$ cat config.mk
export PLATFORM = sky130hd
export DESIGN_NAME = dma_xfer_ctrl
export DESIGN_NICKNAME = d
export VERILOG_FILES = /design/src/rtl/dma_pkg.sv /design/src/rtl/dma_rst_sync.sv /design/src/rtl/dma_cfg_regs.sv /design/src/rtl/dma_seq.sv /design/src/rtl/dma_xfer_ctrl.sv
export SDC_FILE = /design/constraint.sdc
export NUM_CORES = 1
export LEC_CHECK = 0
export ABC_CLOCK_PERIOD_IN_PS = 3450
export BUFFER_PORTS_ARGS = -buffer_cell sky130_fd_sc_hd__buf_2
export CORE_ASPECT_RATIO = 0.8
export CORE_MARGIN = 5
export CORE_UTILIZATION = 50
export DETAILED_ROUTE_END_ITERATION = 10
export PLACE_DENSITY = 0.82
export SLEW_MARGIN = 15
export SYNTH_ARGS = -nofsm -noshare
export SYNTH_HDL_FRONTEND = slang
export SYNTH_SLANG_ARGS = --single-unit
$ cat constraint.sdc
create_clock -name clk -period 3.45 [get_ports clk]
set_input_delay 0.1725 -clock clk [delete_from_list [all_inputs] [get_ports clk]]
set_output_delay 0.1725 -clock clk [all_outputs]
set_load 0.02 [all_outputs]
$ cat src/rtl/dma_pkg.sv
`timescale 1ns/1ps
package dma_pkg;
  typedef enum logic [2:0] {
    ST_IDLE = 3'd0,
    ST_ARB  = 3'd1,
    ST_MOVE = 3'd2,
    ST_HAND = 3'd3,
    ST_GAP  = 3'd4
  } dma_state_e;

  localparam logic [1:0] SEL_ADDR  = 2'd0;
  localparam logic [1:0] SEL_COUNT = 2'd1;
  localparam logic [1:0] SEL_CTRL  = 2'd2;

  localparam int CTL_START = 0;
  localparam int CTL_DIR   = 1;
  localparam int CTL_MODE  = 2;
  localparam int CTL_BUSY  = 3;
  localparam int CTL_DONE  = 4;
endpackage

$ cat src/rtl/dma_rst_sync.sv
`timescale 1ns/1ps
module dma_rst_sync #(
  parameter int STAGES = 2
) (
  input  logic clk,
  input  logic rst_n,
  output logic rst_sync_n
);
  logic [STAGES-1:0] sync_q;

  always_ff @(posedge clk or negedge rst_n) begin
    if (!rst_n) sync_q <= '0;
    else        sync_q <= {sync_q[STAGES-2:0], 1'b1};
  end

  assign rst_sync_n = sync_q[STAGES-1];
endmodule

$ cat src/rtl/dma_cfg_regs.sv
`timescale 1ns/1ps
module dma_cfg_regs
  import dma_pkg::*;
#(
  parameter int REG_W = 16,
  parameter int AW    = 16,
  parameter int CW    = 16
) (
  input  logic             clk,
  input  logic             rst_n,
  input  logic             wr_en,
  input  logic [1:0]       wr_sel,
  input  logic [REG_W-1:0] wr_data,
  input  logic [1:0]       rd_sel,
  output logic [REG_W-1:0] rd_data,
  input  logic             busy,
  input  logic             step,
  input  logic             finish,
  output logic             start,
  output logic [AW-1:0]    addr_q,
  output logic [CW-1:0]    count_q,
  output logic             dir_q,
  output logic             mode_q,
  output logic             done_q
);
  localparam logic [AW-1:0] ADDR_INC = AW'(1);
  localparam logic [CW-1:0] CNT_DEC  = CW'(1);

  logic            idle_wr;
  logic            addr_en, cnt_en, ctl_en, done_en;
  logic [AW-1:0]   addr_d;
  logic [CW-1:0]   cnt_d;
  logic            dir_d, mode_d, done_d;

  // next-state
  always_comb begin
    idle_wr = wr_en && !busy;
    start   = idle_wr && (wr_sel == SEL_CTRL) && wr_data[CTL_START];

    addr_en = step || (idle_wr && (wr_sel == SEL_ADDR));
    addr_d  = step ? (addr_q + ADDR_INC) : wr_data[AW-1:0];

    cnt_en  = step || (idle_wr && (wr_sel == SEL_COUNT));
    cnt_d   = step ? (count_q - CNT_DEC) : wr_data[CW-1:0];

    ctl_en  = idle_wr && (wr_sel == SEL_CTRL);
    dir_d   = wr_data[CTL_DIR];
    mode_d  = wr_data[CTL_MODE];

    done_en = finish || start;
    done_d  = finish;
  end

  // registers
  always_ff @(posedge clk or negedge rst_n) begin
    if (!rst_n) begin
      addr_q  <= '0;
      count_q <= '0;
      dir_q   <= 1'b0;
      mode_q  <= 1'b0;
      done_q  <= 1'b0;
    end else begin
      if (addr_en) addr_q  <= addr_d;
      if (cnt_en)  count_q <= cnt_d;
      if (ctl_en) begin
        dir_q  <= dir_d;
        mode_q <= mode_d;
      end
      if (done_en) done_q <= done_d;
    end
  end

  // read mux
  always_comb begin
    rd_data = '0;
    case (rd_sel)
      SEL_ADDR:  rd_data[AW-1:0] = addr_q;
      SEL_COUNT: rd_data[CW-1:0] = count_q;
      SEL_CTRL: begin
        rd_data[CTL_DIR]  = dir_q;
        rd_data[CTL_MODE] = mode_q;
        rd_data[CTL_BUSY] = busy;
        rd_data[CTL_DONE] = done_q;
      end
      default:   rd_data = '0;
    endcase
  end
endmodule

$ cat src/rtl/dma_seq.sv
`timescale 1ns/1ps
module dma_seq
  import dma_pkg::*;
(
  input  logic clk,
  input  logic rst_n,
  input  logic start,
  input  logic dir,
  input  logic mode,
  input  logic cnt_zero,
  input  logic cnt_one,
  input  logic bus_gnt,
  input  logic per_req,
  output logic busy,
  output logic step,
  output logic finish,
  output logic bus_req,
  output logic per_ack,
  output logic mem_en,
  output logic mem_we,
  output logic xfer_done
);
  dma_state_e state_q, state_d;
  logic       word_end;
  logic       done_pulse_q;

  // next-state and decoded outputs
  always_comb begin
    state_d  = state_q;
    bus_req  = 1'b0;
    per_ack  = 1'b0;
    mem_en   = 1'b0;
    mem_we   = 1'b0;
    word_end = 1'b0;
    case (state_q)
      ST_IDLE: begin
        if (start && !cnt_zero) state_d = ST_ARB;
      end
      ST_ARB: begin
        bus_req = 1'b1;
        if (bus_gnt && per_req) state_d = ST_MOVE;
      end
      ST_MOVE: begin
        bus_req = 1'b1;
        mem_en  = 1'b1;
        if (!dir) begin
          mem_we   = 1'b1;
          per_ack  = 1'b1;
          word_end = 1'b1;
        end else begin
          state_d = ST_HAND;
        end
      end
      ST_HAND: begin
        bus_req  = 1'b1;
        per_ack  = 1'b1;
        word_end = 1'b1;
      end
      ST_GAP: begin
        state_d = ST_ARB;
      end
      default: state_d = ST_IDLE;
    endcase
    if (word_end) begin
      if (cnt_one)   state_d = ST_IDLE;
      else if (mode) state_d = ST_GAP;
      else           state_d = ST_ARB;
    end
    step   = word_end;
    finish = ((state_q == ST_IDLE) && start && cnt_zero) || (word_end && cnt_one);
    busy   = (state_q != ST_IDLE);
  end

  // registers
  always_ff @(posedge clk or negedge rst_n) begin
    if (!rst_n) begin
      state_q      <= ST_IDLE;
      done_pulse_q <= 1'b0;
    end else begin
      state_q      <= state_d;
      done_pulse_q <= finish;
    end
  end

  assign xfer_done = done_pulse_q;
endmodule

$ cat src/rtl/dma_xfer_ctrl.sv
`timescale 1ns/1ps
module dma_xfer_ctrl #(
  parameter int REG_W = 16,
  parameter int AW    = 16,
  parameter int CW    = 16,
  parameter int DW    = 16
) (
  input  logic             clk,
  input  logic             rst_n,
  input  logic             reg_wr,
  input  logic [1:0]       reg_wsel,
  input  logic [REG_W-1:0] reg_wdata,
  input  logic [1:0]       reg_rsel,
  output logic [REG_W-1:0] reg_rdata,
  output logic             bus_req,
  input  logic             bus_gnt,
  output logic             xfer_done,
  input  logic             per_req,
  output logic             per_ack,
  input  logic [DW-1:0]    per_rdata,
  output logic [DW-1:0]    per_wdata,
  output logic             mem_en,
  output logic             mem_we,
  output logic [AW-1:0]    mem_addr,
  output logic [DW-1:0]    mem_wdata,
  input  logic [DW-1:0]    mem_rdata
);
  localparam logic [CW-1:0] CNT_ONE = CW'(1);

  logic          rst_sync_n;
  logic          start, busy, step, finish;
  logic [AW-1:0] addr_q;
  logic [CW-1:0] count_q;
  logic          dir_q, mode_q, done_q;
  logic          cnt_zero, cnt_one;

  dma_rst_sync #(.STAGES(2)) u_rst (
    .clk        (clk),
    .rst_n      (rst_n),
    .rst_sync_n (rst_sync_n)
  );

  dma_cfg_regs #(.REG_W(REG_W), .AW(AW), .CW(CW)) u_regs (
    .clk     (clk),
    .rst_n   (rst_sync_n),
    .wr_en   (reg_wr),
    .wr_sel  (reg_wsel),
    .wr_data (reg_wdata),
    .rd_sel  (reg_rsel),
    .rd_data (reg_rdata),
    .busy    (busy),
    .step    (step),
    .finish  (finish),
    .start   (start),
    .addr_q  (addr_q),
    .count_q (count_q),
    .dir_q   (dir_q),
    .mode_q  (mode_q),
    .done_q  (done_q)
  );

  assign cnt_zero = (count_q == '0);
  assign cnt_one  = (count_q == CNT_ONE);

  dma_seq u_seq (
    .clk       (clk),
    .rst_n     (rst_sync_n),
    .start     (start),
    .dir       (dir_q),
    .mode      (mode_q),
    .cnt_zero  (cnt_zero),
    .cnt_one   (cnt_one),
    .bus_gnt   (bus_gnt),
    .per_req   (per_req),
    .busy      (busy),
    .step      (step),
    .finish    (finish),
    .bus_req   (bus_req),
    .per_ack   (per_ack),
    .mem_en    (mem_en),
    .mem_we    (mem_we),
    .xfer_done (xfer_done)
  );

  assign mem_addr  = addr_q;
  assign mem_wdata = per_rdata;
  assign per_wdata = mem_rdata;
endmodule

==> results of run 1 <==
## layer usage
layer / global-route usage, % / up-vias / part of all wire [%]
li1: - / 1265 / -
met1: 34.65 / 1388 / 43
met2: 34.60 / 193 / 44
met3: 6.155 / 21 / 11
met4: 9.104 / 0 / 2.5
met5: 0 / - / 0
## worst min-delay path, cell delays in order
cell     delay [ps]
buf_2           100
nand2_1          60
nand2_1          50
## through the flow
stage | setup WS (ps) | std cells
after floorplan | 1512 | 339
after detailed placement | 967.4 | 431
after CTS | 877.8 | 440
after global routing | 725.5 | 440
after global placement | 1075 | 431
final | 816.8 | 440
## state kept, by name, summed over array words and instances (netlist names)
name / flops
u_regs.addr_q: 16
u_seq.state_q: 3
u_regs.mode_q: 1
u_seq.xfer_done: 1
u_regs.done_q: 1
u_regs.count_q: 16
u_regs.dir_q: 1
u_rst.sync_q: 2
## final cells by class
type                    count  area [sq um]  share of cell area [%]
well taps                  81         101.3                   3.170
repair buffers             63         322.8                   10.10
multi-input cells         241          1607                   50.25
clock inverters             1         30.03                  0.9393
clock buffers               7         86.33                   2.701
inverters                   6         22.52                  0.7045
flip-flops and latches     41          1027                   32.13
## cells in the mapped netlist, drive strengths merged (2+ instances only)
cell type | number | area [sq um]
and3 | 9 | 57.56
o311ai | 3 | 26.28
o21ai | 9 | 48.79
nand4 | 4 | 40.04
o211ai | 4 | 30.03
ha | 3 | 37.54
nand3 | 23 | 120.1
o221ai | 2 | 17.52
inv | 6 | 22.52
or3 | 4 | 30.03
clkbuf | 7 | 26.28
nand2 | 24 | 92.59
nand2b | 4 | 25.02
nor2 | 34 | 127.6
nor3 | 19 | 105.1
a22oi | 4 | 30.03
a211o | 2 | 17.52
a221o | 4 | 40.04
nor2b | 4 | 25.02
a21oi | 10 | 50.05
nor3b | 2 | 15.01
and4 | 5 | 45.04
a211oi | 4 | 30.03
or4 | 4 | 33.78
and2 | 5 | 31.28
dfrtp | 41 | 1026
a311oi | 8 | 70.07
nor4 | 4 | 46.29
mux2i | 17 | 170.2
o22ai | 7 | 57.56
buf | 44 | 306.5
mux2 | 3 | 33.78
## logic make-up after synthesis
kind of cell	count (synthesis)	share of synthesized area [%]
and+or+nand+nor	147	27.09
AOI/OAI and AO/OA	69	18.18
buffers and inverters	57	11.89
DFF	41	34.34
muxes	20	6.826
adders and majority gates	3	1.256
other	1	0.1255
xor gates and xnor gates	1	0.2932
## repair_timing
| action | 4_1_cts | 5_1_grt |
|---|---|---|
| endpoints found under the hold margin | 2 | 0 |
| setup endpoints to repair | 0 | 0 |
| resized for setup | 0 | 0 |
| hold buffers | 1 | 0 |
## report_power, final
group	internal, mW	switching [mW]
Combinational	0.474	0.769
Clock	0.236	0.175
Sequential	0.682	0.383
## final timing paths
check | endpoint | cells past startpoint | slack (ps) | start
worst min-delay path | u_regs.count_q[6]$_DFFE_PN0P_ | 3 | 120 | reg_wdata[6]
max in group asynchronous | u_regs.addr_q[13]$_DFFE_PN0P_ | 1 | 2540 | u_rst.sync_q[1]$_DFF_PN0_
min in group asynchronous | u_rst.sync_q[0]$_DFF_PN0_ | 2 | 180 | rst_n
worst max register to register | u_regs.count_q[13]$_DFFE_PN0P_ | 5 | 860 | u_seq.state_q[0]$_DFFE_PN0P_
worst min register to register | u_regs.count_q[12]$_DFFE_PN0P_ | 0 | 280 | u_rst.sync_q[1]$_DFF_PN0_
worst max-delay path | per_ack | 4 | 820 | u_seq.state_q[0]$_DFFE_PN0P_
## cell usage in the layout (no fill, tap or decap), types with 2 or more instances in the layout
| cell type | n |
|---|---|
| inv_1 | 6 |
| o311ai_0 | 3 |
| nor2_1 | 34 |
| mux2_2 | 3 |
| a21oi_1 | 10 |
| nor2b_1 | 4 |
| nor4_1 | 2 |
| nand4_1 | 3 |
| and2_1 | 4 |
| clkbuf_8 | 6 |
| o221ai_1 | 2 |
| or4_1 | 3 |
| nand2b_1 | 4 |
| nor3b_1 | 2 |
| nand3_1 | 22 |
| a221o_1 | 4 |
| mux2i_1 | 17 |
| ha_1 | 3 |
| and3_1 | 8 |
| o22ai_1 | 6 |
| nand2_1 | 23 |
| a211o_1 | 2 |
| a22oi_1 | 4 |
| nor3_2 | 2 |
| o211ai_1 | 4 |
| dfrtp_1 | 40 |
| o21ai_0 | 7 |
| or3_1 | 3 |
| buf_2 | 61 |
| nor3_1 | 17 |
| a211oi_1 | 4 |
| a311oi_1 | 8 |
| and4_1 | 4 |
==> flow_summary.ini, run 1 <==
[sta]
finalCritPeriodShare_pct = 76.32
timing.hold.ws_ps = 115.3
tightestPinTransition_ps = 764.3
final_hold_viol_count = 0
fin_worst_skew_ps = 11.70
fmax_mhz = 379.8
tns_ps = 0
finalSetupViolCount = 0
max_slew_margin_pct = 48.77
grt_setup_unrepaired = no
finalCriticalPeriod_ps = 2633
drv_slew = 0

[floorplan]
fp.dieW_um = 96.43
start_util_pct = 51.08
dieArea_sq_um = 7631
num_io_pins = 126
core_area_sq_um = 5849
placementRows = 25
die_h_um = 79.14

[power]
ir_drop_mv = 0.4400
power.total_mw = 2.718
power_density_nw_per_um2 = 850.3
leakagePower_nw = 1.405

[route]
first_pass_iters = 5
drt-initial-drc-count = 338
wl_um = 8858
ant_nets = 0
vias_per_cell = 6.516
wl_per_cell_um = 20.13
vias = 2867
drc_errors = 0

[placed_design]
place_congestion = 0.9054
placed_cell_area_sq_um = 3069
dp_hpwl_um = 6503
io_buffers = 61

[worst_setup_path]
slowest_stage = dfrtp_1
path_buf_inv = 2
crit_chain = nand2b_1 > nand2_2 > inv_1 > buf_2
crit_path_end_kind = output port
start_kind = flip-flop
crit_path_max_fanout = 27
max_stage_delay_ps = 530
required_ps = 3280
arrival_ps = 2460
path_delay_family = simple AND/OR/NAND/NOR gates
critical_path_class = flip-flop to output port

[global_routing]
grt-ovfl-total = 0
grt_pass1_vias = 2719
grt_max_degree = 28
grt_first_pass_wirelength_um = 14170
antenna_found_initial = 0
grt_usage_pct = 24.11

[synth]
syn-cell-area_sq_um = 2988
async_flop_share_pct = 100.0
synth_cell_types = 64
seq_area_frac_synth_pct = 34.34
syn-num-nets = 399
yosysWarnings = 0
synth_cells = 339
synth_seq_cells = 41
syn_area_per_cell_sq_um = 8.814
synth_edf_count = 0
synth_ff_type = dfrtp_1

[clocking]
tritoncts = yes
cts_buffer_depth = 2
clk_pin_slew_ps = 80
postCtsSetupRepairBufs = 0
htreeDepth = 2
numCtsBuffers = 5
clock_latency_ps = 300
cts.sinks = 41
clk_root_buffer_cell = clkbuf_8

[layout]
final_cell_area_sq_um = 3197
fillCellCount = 528
diodes = 0
drive_gt1_share_pct = 24.79
syn_to_final_growth_pct = 6.993
final_nets = 418
post-route-util_pct = 54.65

[status]
status = complete, no violations

[job]
drv_cap = 0

[worst_hold_path]
min_path_type = primary input to flip-flop
(Power assumes the default switching activity.)
==> run 2: changes to the inputs <==
Settings changed: ABC_CLOCK_PERIOD_IN_PS 3450 to 2300, CORE_UTILIZATION 50 to 44, PLACE_DENSITY 0.82 to 0.76.
Clock period 3.45 ns to 2.3 ns, I/O delays scaled along.
==> run 2 against run 1 <==
Against the previous run:
- flip-flop and latch count unchanged
- wire length decreased by 1.7%
- clock-buffer cell count decreased by 1
- register-to-register slack got worse by 610 ps
- sequential share of layout area decreased by 0.37 points
- final cell count increased by 2.3%
- global-route usage decreased by 3.5 points
- critical path depth increased by 1
- via count decreased by 1.3%
- critical path type unchanged
- largest power group unchanged
- highest routed layer unchanged
==> flow_summary.ini, run 2 (synthesis results as in run 1) <==
[layout]
final_cells = 450
final_cell_mix = buf_2 (61), dfrtp_1 (41), nor2_1 (34)
syn_to_final_growth_pct = 8.124
top_regs = u_regs.addr_q x16, u_regs.count_q x16, u_seq.state_q x3
drive_gt1_share_pct = 25.96
final_nets = 425
post-route-util_pct = 49.65
final_cell_area_sq_um = 3231
diodes = 0
layout_commonest_cell = buf_2

[clocking]
numCtsBuffers = 5
cts.sinks = 41
clock_latency_ps = 300
cts_hold_buffers = 1
tritoncts = yes
htreeDepth = 2
postCtsSetupRepairBufs = 0
clk_pin_slew_ps = 70
cts_resized = 0
clk_root_buffer_cell = clkbuf_8
cts_buffer_depth = 2

[sta]
finalCriticalPeriod_ps = 2118
fin_worst_skew_ps = 10.56
timing.hold.ws_ps = 74.14
finalSetupViolCount = 0
grt_setup_unrepaired = no
finalCritPeriodShare_pct = 92.10
fmax_mhz = 472.1
setup_slack_ps = 181.6
drv_slew = 0
final_hold_viol_count = 0
tightestPinTransition_ps = 696.3
tns_ps = 0
max_slew_margin_pct = 53.41

[worst_setup_path]
crit_chain = and2b_1 > nand2_2 > inv_1 > buf_4 > buf_2
crit_path_max_fanout = 13
rr_worst_depth = 4
regToRegSetupSlack_ps = 250
max_stage_delay_ps = 550
critical_path_class = flip-flop to output port
required_ps = 2180
path_delay_family = simple AND/OR/NAND/NOR gates
path_buf_inv = 3
slowest_stage = dfrtp_1
start_kind = flip-flop
arrival_ps = 2000
crit_path_end_kind = output port
path_depth = 5

[power]
clkPwrFrac_pct = 11.8
p_sw_mw = 1.978
ir_drop_mv = 0.5739
p_int_mw = 1.989
swShare_pct = 49.87
seqPwrFrac_pct = 39.7
power_density_nw_per_um2 = 1228
power.total_mw = 3.967
comb_power_share_pct = 48.5
leakagePower_nw = 1.431

[route]
vias = 2831
drc_errors = 0
drt-initial-drc-count = 266
ant_nets = 0
wl_um = 8710
first_pass_iters = 6
wl_per_cell_um = 19.36
vias_per_cell = 6.291

[worst_hold_path]
min_path_cells = 3
min_path_type = primary input to flip-flop

[placed_design]
placed_cell_area_sq_um = 3138
dp_cells = 441
dp_hpwl_um = 6673
pre_cts_slack_ps = 285.7
io_buffers = 61
place_congestion = 0.9538

[global_routing]
grt_usage_pct = 20.61
grt_pass1_vias = 2659
grt_first_pass_wirelength_um = 14010
antenna_found_initial = 0
grt_max_degree = 29
grt-ovfl-total = 0

[status]
status = complete, no violations

[job]
drv_cap = 0

[floorplan]
fp.dieW_um = 102.1
start_util_pct = 45.92
die_h_um = 83.71
num_io_pins = 126
dieArea_sq_um = 8549
core_area_sq_um = 6506
placementRows = 26
==> run 2: path summary, 6_finish.rpt <==
| kind | from | endpoint |
|---|---|---|
| max in group asynchronous | u_rst.sync_q[1]$_DFF_PN0_ | u_seq.state_q[1]$_DFFE_PN0P_ |
| worst min-delay path | reg_wdata[15] | u_regs.count_q[15]$_DFFE_PN0P_ |
| worst max-delay path | u_seq.state_q[1]$_DFFE_PN0P_ | per_ack |
| min in group asynchronous | rst_n | u_rst.sync_q[0]$_DFF_PN0_ |
| worst max register to register | u_seq.state_q[2]$_DFFE_PN0P_ | u_regs.addr_q[1]$_DFFE_PN0P_ |
| worst min register to register | u_rst.sync_q[1]$_DFF_PN0_ | u_regs.count_q[8]$_DFFE_PN0P_ |
==> run 2: power by group through the flow <==
stage	clock (mW)	sequential (mW)	combinational (mW)
4_1_cts	0.471	1.56	1.91
5_1_grt	0.503	1.63	2.10
6_report	0.467	1.58	1.92
2_1_floorplan	0	1.52	1.35
3_3_place_gp	0	1.55	1.87
3_5_place_dp	0	1.57	1.90
==> run 2: tightest hold or removal path, cell delays in order <==
cell,delay [ps]
buf_2,100
nand2_1,50
nand3_1,60
==> run 2: final cells by class <==
type,instances,area (sq um)
Timing Repair Buffer,70,387.9
Fill cell,628,3276
Inverter,6,22.52
Multi-Input combinational cell,241,1607
Tap cell,84,105.1
Clock inverter,2,10.01
Clock buffer,6,72.57
Sequential cell,41,1026
==> run 2: routing by layer <==
metal | wire length, um | GRT usage (%)
met1 | 3815 | 29.43
met2 | 3707 | 28.67
met3 | 1028 | 8.187
met4 | 159 | 5.602
met5 | 0 | 0
